`src/rtl/flp_pkg.sv`:
```
package flp_pkg;
  typedef enum logic {
    RD_DEMAND   = 1'b0,
    RD_PREFETCH = 1'b1
  } rd_kind_e;

  localparam int SLOT_CUR = 0;
  localparam int SLOT_PF  = 1;
  localparam int N_SLOTS  = 2;
endpackage

```
`src/rtl/flp_ws_ctrl.sv`:
```
module flp_ws_ctrl #(
  parameter int WS_W = 3
) (
  input  logic            clk,
  input  logic            rst_n,
  input  logic            wr,
  input  logic [WS_W-1:0] wdata,
  input  logic            busy,
  output logic [WS_W-1:0] ws_act
);
  logic [WS_W-1:0] act_q, act_n;
  logic [WS_W-1:0] pval_q, pval_n;
  logic            pend_q, pend_n;
  logic            want;
  logic [WS_W-1:0] target;

  assign want   = wr | pend_q;
  assign target = wr ? wdata : pval_q;

  always_comb begin
    act_n  = act_q;
    pval_n = pval_q;
    pend_n = pend_q;
    if (want && !busy) begin
      act_n  = target;
      pend_n = 1'b0;
    end else if (wr) begin
      pval_n = wdata;
      pend_n = 1'b1;
    end
  end

  always_ff @(posedge clk or negedge rst_n) begin
    if (!rst_n) begin
      act_q  <= '0;
      pval_q <= '0;
      pend_q <= 1'b0;
    end else begin
      act_q  <= act_n;
      pval_q <= pval_n;
      pend_q <= pend_n;
    end
  end

  assign ws_act = act_q;

  AST_WS_HELD_IN_READ: assert property (@(posedge clk) disable iff (!rst_n)
    busy |=> $stable(act_q));
  AST_PEND_DRAINS: assert property (@(posedge clk) disable iff (!rst_n)
    (pend_q && !busy) |=> !pend_q);
endmodule

```
`src/rtl/flp_line_slot.sv`:
```
module flp_line_slot #(
  parameter int TAG_W  = 28,
  parameter int LINE_W = 128
) (
  input  logic              clk,
  input  logic              rst_n,
  input  logic              ld,
  input  logic              clr,
  input  logic [TAG_W-1:0]  ld_tag,
  input  logic [LINE_W-1:0] ld_data,
  output logic              valid,
  output logic [TAG_W-1:0]  tag,
  output logic [LINE_W-1:0] data
);
  logic             v_q, v_n;
  logic [TAG_W-1:0] t_q;

  always_comb begin
    v_n = v_q;
    if (ld)       v_n = 1'b1;
    else if (clr) v_n = 1'b0;
  end

  always_ff @(posedge clk or negedge rst_n) begin
    if (!rst_n) begin
      v_q <= 1'b0;
      t_q <= '0;
    end else begin
      v_q <= v_n;
      if (ld) t_q <= ld_tag;
    end
  end

  always_ff @(posedge clk) begin
    if (ld) data <= ld_data;
  end

  assign valid = v_q;
  assign tag   = t_q;
endmodule

```
`src/rtl/flp_word_sel.sv`:
```
module flp_word_sel #(
  parameter int LINE_W = 128,
  parameter int INSN_W = 32,
  parameter int SEL_W  = 3
) (
  input  logic [LINE_W-1:0] line,
  input  logic [SEL_W-1:0]  sel,
  input  logic              half,
  output logic [INSN_W-1:0] word
);
  localparam int NW     = LINE_W / INSN_W;
  localparam int NH     = LINE_W / 16;
  localparam int WIDX_W = $clog2(NW);

  logic [INSN_W-1:0] words [NW];
  logic [15:0]       halves[NH];

  for (genvar gw = 0; gw < NW; gw++) begin : g_words
    assign words[gw] = line[gw*INSN_W +: INSN_W];
  end
  for (genvar gh = 0; gh < NH; gh++) begin : g_halves
    assign halves[gh] = line[gh*16 +: 16];
  end

  always_comb begin
    if (half) word = {{(INSN_W-16){1'b0}}, halves[sel]};
    else      word = words[sel[SEL_W-1 -: WIDX_W]];
  end
endmodule

```
`src/rtl/flp_read_engine.sv`:
```
module flp_read_engine
  import flp_pkg::*;
#(
  parameter int TAG_W = 28,
  parameter int WS_W  = 3
) (
  input  logic             clk,
  input  logic             rst_n,
  input  logic             start,
  input  logic [TAG_W-1:0] start_tag,
  input  rd_kind_e         start_kind,
  input  logic [WS_W-1:0]  ws_lim,
  input  logic             ready,
  output logic             busy,
  output logic [TAG_W-1:0] tag,
  output rd_kind_e         kind,
  output logic             done
);
  logic             busy_q, busy_n;
  logic [TAG_W-1:0] tag_q, tag_n;
  rd_kind_e         kind_q, kind_n;
  logic [WS_W-1:0]  cnt_q, cnt_n;

  assign done = busy_q && (cnt_q == ws_lim) && ready;

  always_comb begin
    busy_n = busy_q;
    tag_n  = tag_q;
    kind_n = kind_q;
    cnt_n  = cnt_q;
    if (start) begin
      busy_n = 1'b1;
      tag_n  = start_tag;
      kind_n = start_kind;
      cnt_n  = '0;
    end else if (done) begin
      busy_n = 1'b0;
    end else if (busy_q && (cnt_q != ws_lim)) begin
      cnt_n = cnt_q + 1'b1;
    end
  end

  always_ff @(posedge clk or negedge rst_n) begin
    if (!rst_n) begin
      busy_q <= 1'b0;
      tag_q  <= '0;
      kind_q <= RD_DEMAND;
      cnt_q  <= '0;
    end else begin
      busy_q <= busy_n;
      tag_q  <= tag_n;
      kind_q <= kind_n;
      cnt_q  <= cnt_n;
    end
  end

  assign busy = busy_q;
  assign tag  = tag_q;
  assign kind = kind_q;

  AST_ADDR_HELD: assert property (@(posedge clk) disable iff (!rst_n)
    (busy_q && !done && !start) |=> (busy_q && $stable(tag_q)));
  AST_STALL_HOLDS: assert property (@(posedge clk) disable iff (!rst_n)
    (busy_q && !ready && !start) |=> busy_q);
endmodule

```
`src/rtl/flash_line_prefetch.sv`:
```
module flash_line_prefetch
  import flp_pkg::*;
#(
  parameter int ADDR_W = 32,
  parameter int LINE_W = 128,
  parameter int INSN_W = 32,
  parameter int WS_W   = 3,
  localparam int OFF_W = $clog2(LINE_W / 8),
  localparam int TAG_W = ADDR_W - OFF_W
) (
  input  logic              clk,
  input  logic              rst_n,
  input  logic              cpu_req,
  input  logic [ADDR_W-1:0] cpu_addr,
  input  logic              cpu_half,
  output logic              cpu_valid,
  output logic [INSN_W-1:0] cpu_rdata,
  output logic              mem_req,
  output logic [TAG_W-1:0]  mem_line_addr,
  input  logic              mem_ready,
  input  logic [LINE_W-1:0] mem_rdata,
  input  logic              cfg_ws_wr,
  input  logic [WS_W-1:0]   cfg_ws_wdata,
  input  logic              cfg_pf_en,
  output logic [WS_W-1:0]   cfg_ws_rd
);
  localparam int SEL_W = OFF_W - 1;

  logic [TAG_W-1:0]  req_tag;
  logic [SEL_W-1:0]  req_sel;
  logic              unused_addr_lsb;

  logic              slot_ld   [N_SLOTS];
  logic              slot_clr  [N_SLOTS];
  logic [TAG_W-1:0]  slot_ltag [N_SLOTS];
  logic [LINE_W-1:0] slot_ldat [N_SLOTS];
  logic              slot_v    [N_SLOTS];
  logic [TAG_W-1:0]  slot_tag  [N_SLOTS];
  logic [LINE_W-1:0] slot_data [N_SLOTS];

  logic              rd_busy, rd_done, rd_start;
  logic [TAG_W-1:0]  rd_tag, rd_start_tag, next_tag;
  rd_kind_e          rd_kind, rd_start_kind;
  logic [WS_W-1:0]   ws_act;

  logic hit_cur, hit_pf, in_flight, miss, promote, pf_go;

  assign req_tag         = cpu_addr[ADDR_W-1:OFF_W];
  assign req_sel         = cpu_addr[OFF_W-1:1];
  assign unused_addr_lsb = cpu_addr[0];
  assign next_tag        = slot_tag[SLOT_CUR] + TAG_W'(1);

  assign hit_cur   = slot_v[SLOT_CUR] && (slot_tag[SLOT_CUR] == req_tag);
  assign hit_pf    = slot_v[SLOT_PF]  && (slot_tag[SLOT_PF]  == req_tag);
  assign in_flight = rd_busy && (rd_tag == req_tag);
  assign miss      = cpu_req && !hit_cur && !hit_pf && !in_flight;
  assign promote   = cpu_req && !hit_cur && hit_pf;
  assign pf_go     = !rd_busy && cfg_pf_en && slot_v[SLOT_CUR] &&
                     !slot_v[SLOT_PF] && !miss && !promote;

  assign rd_start      = miss || pf_go;
  assign rd_start_tag  = miss ? req_tag : next_tag;
  assign rd_start_kind = miss ? RD_DEMAND : RD_PREFETCH;

  always_comb begin
    slot_ld[SLOT_CUR]   = (rd_done && rd_kind == RD_DEMAND) || promote;
    slot_clr[SLOT_CUR]  = 1'b0;
    slot_ltag[SLOT_CUR] = promote ? slot_tag[SLOT_PF]  : rd_tag;
    slot_ldat[SLOT_CUR] = promote ? slot_data[SLOT_PF] : mem_rdata;
    slot_ld[SLOT_PF]    = rd_done && (rd_kind == RD_PREFETCH) && !miss;
    slot_clr[SLOT_PF]   = miss || promote;
    slot_ltag[SLOT_PF]  = rd_tag;
    slot_ldat[SLOT_PF]  = mem_rdata;
  end

  for (genvar gs = 0; gs < N_SLOTS; gs++) begin : g_slot
    flp_line_slot #(.TAG_W(TAG_W), .LINE_W(LINE_W)) slot_i (
      .clk     (clk),
      .rst_n   (rst_n),
      .ld      (slot_ld[gs]),
      .clr     (slot_clr[gs]),
      .ld_tag  (slot_ltag[gs]),
      .ld_data (slot_ldat[gs]),
      .valid   (slot_v[gs]),
      .tag     (slot_tag[gs]),
      .data    (slot_data[gs])
    );
  end

  flp_read_engine #(.TAG_W(TAG_W), .WS_W(WS_W)) eng_i (
    .clk        (clk),
    .rst_n      (rst_n),
    .start      (rd_start),
    .start_tag  (rd_start_tag),
    .start_kind (rd_start_kind),
    .ws_lim     (ws_act),
    .ready      (mem_ready),
    .busy       (rd_busy),
    .tag        (rd_tag),
    .kind       (rd_kind),
    .done       (rd_done)
  );

  flp_ws_ctrl #(.WS_W(WS_W)) ws_i (
    .clk    (clk),
    .rst_n  (rst_n),
    .wr     (cfg_ws_wr),
    .wdata  (cfg_ws_wdata),
    .busy   (rd_busy),
    .ws_act (ws_act)
  );

  flp_word_sel #(.LINE_W(LINE_W), .INSN_W(INSN_W), .SEL_W(SEL_W)) sel_i (
    .line (hit_cur ? slot_data[SLOT_CUR] : slot_data[SLOT_PF]),
    .sel  (req_sel),
    .half (cpu_half),
    .word (cpu_rdata)
  );

  assign cpu_valid     = cpu_req && (hit_cur || hit_pf);
  assign mem_req       = rd_busy;
  assign mem_line_addr = rd_tag;
  assign cfg_ws_rd     = ws_act;

  AST_PF_FOLLOWS_CUR: assert property (@(posedge clk) disable iff (!rst_n)
    slot_v[SLOT_PF] |-> (slot_tag[SLOT_PF] == next_tag));
  AST_PF_NEEDS_LINE: assert property (@(posedge clk) disable iff (!rst_n)
    (rd_busy && rd_kind == RD_PREFETCH) |-> slot_v[SLOT_CUR]);
  AST_PF_ONLY_ENABLED: assert property (@(posedge clk) disable iff (!rst_n)
    ($rose(mem_req) && rd_kind == RD_PREFETCH) |-> $past(cfg_pf_en));
endmodule

```
`config.mk`:
```
export PLATFORM = sky130hd
export DESIGN_NAME = flash_line_prefetch
export DESIGN_NICKNAME = d
export VERILOG_FILES = /design/src/rtl/flp_pkg.sv /design/src/rtl/flp_ws_ctrl.sv /design/src/rtl/flp_line_slot.sv /design/src/rtl/flp_word_sel.sv /design/src/rtl/flp_read_engine.sv /design/src/rtl/flash_line_prefetch.sv
export SDC_FILE = /design/constraint.sdc
export NUM_CORES = 1
export LEC_CHECK = 0
export BUFFER_PORTS_ARGS = -buffer_cell sky130_fd_sc_hd__clkbuf_2
export CORE_ASPECT_RATIO = 0.5
export CORE_MARGIN = 2
export CORE_UTILIZATION = 58
export DETAILED_ROUTE_END_ITERATION = 6
export PLACE_DENSITY = 0.82
export SLEW_MARGIN = 20
export SYNTH_ARGS = -nofsm -noshare
export SYNTH_HDL_FRONTEND = slang
export SYNTH_SLANG_ARGS = --single-unit
```
`constraint.sdc`:
```
create_clock -name clk -period 12 [get_ports clk]
set_input_delay 1.2 -clock clk [delete_from_list [all_inputs] [get_ports clk]]
set_output_delay 1.2 -clock clk [all_outputs]
set_load 0.005 [all_outputs]
```
==> flow_summary.toml <==
[status]
status = "completed"

[synth]
synthTopCellsByArea = "edfxtp_1, dfrtp_1, mux2_2"
syn_area_per_cell_um2 = 13.2
ys.flop_type = "edfxtp_1"
synth_top_area_share = 0.440
synth_cell_types = 54
synth_enable_flop_cells = 256
synth_common_cells = "edfxtp_1, mux2_2, dfrtp_1, inv_1, xnor2_1"
synthArstFlopShare = 0.277
syn_nets = 1495
yosys_warnings = 0
synth_seq_cells = 354
yosysMostFrequentCell = "edfxtp_1"
syn_inst = 1323
synth_seq_area_share = 0.580
yosys.area.top_type = "edfxtp_1"
syn_area_mm2 = 0.0175

[layout]
layout.nets = 1700
fillCellCount = 2072
final_util = 0.678
syn2layout_area_growth_pct = 13.9
drive_gt1_frac = 0.332

[global_route]
grt_pass1_wl_um = 69700
grt_usage = 0.285
overflow = 0
grt_pass1_vias = 12100
grt_max_degree = 186
antenna_found_initial = 4

[worst_setup_path]
worst_ep_arrival_time_ns = 5.00
critPathCaptureType = "output pin"
path_class = "input port to output pin"
cp.required_ns = 10.80
start_kind = "input port"
r2r_cells = 9
cp_max_fo = 70

[cts]
clockRootBuffer = "clkbuf_16"
htreeDepth = 2
clk_latency_ns = 0.54
postCtsSetupRepairBufs = 0
numCtsBuffers = 34
cts_tree = "built"
path_clk_slew_ns = 0.06
hold_buffers = 0
clockBufferDepth = 3
cts.sinks = 354
ctsResizeCount = 0

[timing]
maxSlewHeadroom = 0.260
fin_ws_ns = 5.80
tns_ns = 0
rsz0062_at_grt = "false"
drv_slew = 0
timing.fmax_mhz = 161
fin_skew_ns = 0.0286
fin_crit_sh = 0.516
min_period_ns = 6.20
hold_viol = 0
finalSetupViolCount = 0
worst_pin_slew_ns = 1.11
whs_ns = 0.517

[pwr]
p_leak_nw = 7.89
peakVddDrop_mv = 0.127
p_per_area_mw_per_mm2 = 158
totalPowerFinal_mw = 3.15

[placement]
place_ws_ns = 5.79
dp_hpwl_um = 30100
gp_congestion = 0.958
portBuffers = 233

[floorplanning]
rows = 44
fp.dieH_um = 127
io_pins = 235
die_x_um = 250
die_area_mm2 = 0.0316
start_util = 0.596
coreArea_mm2 = 0.0293

[routing]
wl_per_cell_um = 23.3
drc = 0
drtIter0Drc = 1176
drt_wl_total_um = 45300
via_per_inst = 6.25
firstDrtPassIters = 7
dr_total_vias = 12200
ant_nets = 0

[hold_path]
min_path_type = "flop to flop"
hold-path-cell-count = 1

[flow_run]
cap_violations = 0
logic make-up (layout without fill, tap and decap cells):
logic type	after synthesis	count (layout)	synth area share
compound gates	202	202	0.0929
xor+xnor	115	115	0.0576
fa+ha+maj	2	2	0.00143
buf+inv	167	396	0.0422
flops	354	354	0.580
mux	254	254	0.160
other cells	0	4	0
simple gates	229	229	0.0654
placed cells by master, fill, tap and decap left out, types with 14 or more instances in the layout:
cell and instances:
a32o_1 14, xnor2_1 65, a211o_1 14, clkbuf_1 17, nand2_1 50, edfxtp_1 256, mux2_2 196, inv_1 85
clkbuf_2 232, a222oi_1 24, xor2_1 50, clkbuf_16 35, o22a_1 15, o22ai_1 19, o31ai_1 29, a21oi_1 31
nor3_1 32, dfrtp_1 98, nand4_1 22, buf_4 17, o221a_2 14, nor2_1 60, o2111ai_1 14, mux2i_1 45
through the flow:
| stage | std cells | instance area, um^2 |
|---|---|---|
| 2_1_floorplan | 1323 | 17500 |
| 4_1_cts | 1943 | 19900 |
| 3_3_place_gp | 1882 | 18900 |
| 3_5_place_dp | 1883 | 18900 |
| 5_1_grt | 1947 | 19900 |
| 6_report | 1947 | 19900 |
critical path: stages:
cell and delay [ns]:
clkbuf_2 0.16, xor2_1 0.24, nor4_1 0.13, nand4_1 0.17, buf_4 0.44, or2_4 0.63
buf_4 0.83, mux2_2 0.45, o2111ai_1 0.38, o31ai_1 0.18, clkbuf_2 0.15
report_power, final:
part | internal, mW | switching [mW]
registers | 1.47 | 0.143
clock network | 0.544 | 0.463
logic | 0.244 | 0.282
total | 2.26 | 0.888
layer usage:
| metal | part of all wire | vias to the layer above | wire [um] | track usage |
|---|---|---|---|---|
| met5 | 0 | - | 0 | 0 |
| met4 | 0.039 | 0 | 1770 | 0.110 |
| met3 | 0.072 | 106 | 3250 | 0.0474 |
| met2 | 0.49 | 570 | 22100 | 0.473 |
| met1 | 0.40 | 6083 | 18200 | 0.381 |
| li1 | - | 5409 | - | - |
registers in the layout, indices dropped and copies added, names as in the netlist:
name                 cells
eng_i.kind               1
g_slot.slot_i.valid      2
eng_i.cnt_q              3
ws_i.pval_q              3
g_slot.slot_i.data     256
eng_i.tag               28
ws_i.ws_act              3
g_slot.slot_i.tag       56
eng_i.busy               1
ws_i.pend_q              1
area by class of cell:
cell class | count | area [um^2] | share of cell area
clock buffer | 52 | 940 | 0.0472
multi-input combinational | 802 | 6630 | 0.333
timing repair buffer | 251 | 1340 | 0.0671
tap | 391 | 489 | 0.0246
sequential | 354 | 10100 | 0.509
clock inverter | 8 | 46.3 | 0.00233
antenna | 4 | 10.0 | 0.000503
inverter | 85 | 319 | 0.0160
path summary, 6_finish.rpt:
check                                                             to                           startpoint  slack, ns
worst max-delay path                                   cpu_rdata[10]                         cpu_addr[18]       5.80
worst min-delay path                      ws_i.pval_q[2]$_DFFE_PN0N_           ws_i.pval_q[2]$_DFFE_PN0N_       0.52
worst max register to register   g_slot[1].slot_i.data[12]$_DFFE_PP_  g_slot[0].slot_i.tag[9]$_DFFE_PN0P_       6.87
worst min register to register            ws_i.pval_q[2]$_DFFE_PN0N_           ws_i.pval_q[2]$_DFFE_PN0N_       0.52
max in group asynchronous                  eng_i.tag[22]$_DFFE_PN0P_                                rst_n      10.22
min in group asynchronous       g_slot[1].slot_i.tag[18]$_DFFE_PN0P_                                rst_n       0.70
(Power assumes the default switching activity.)
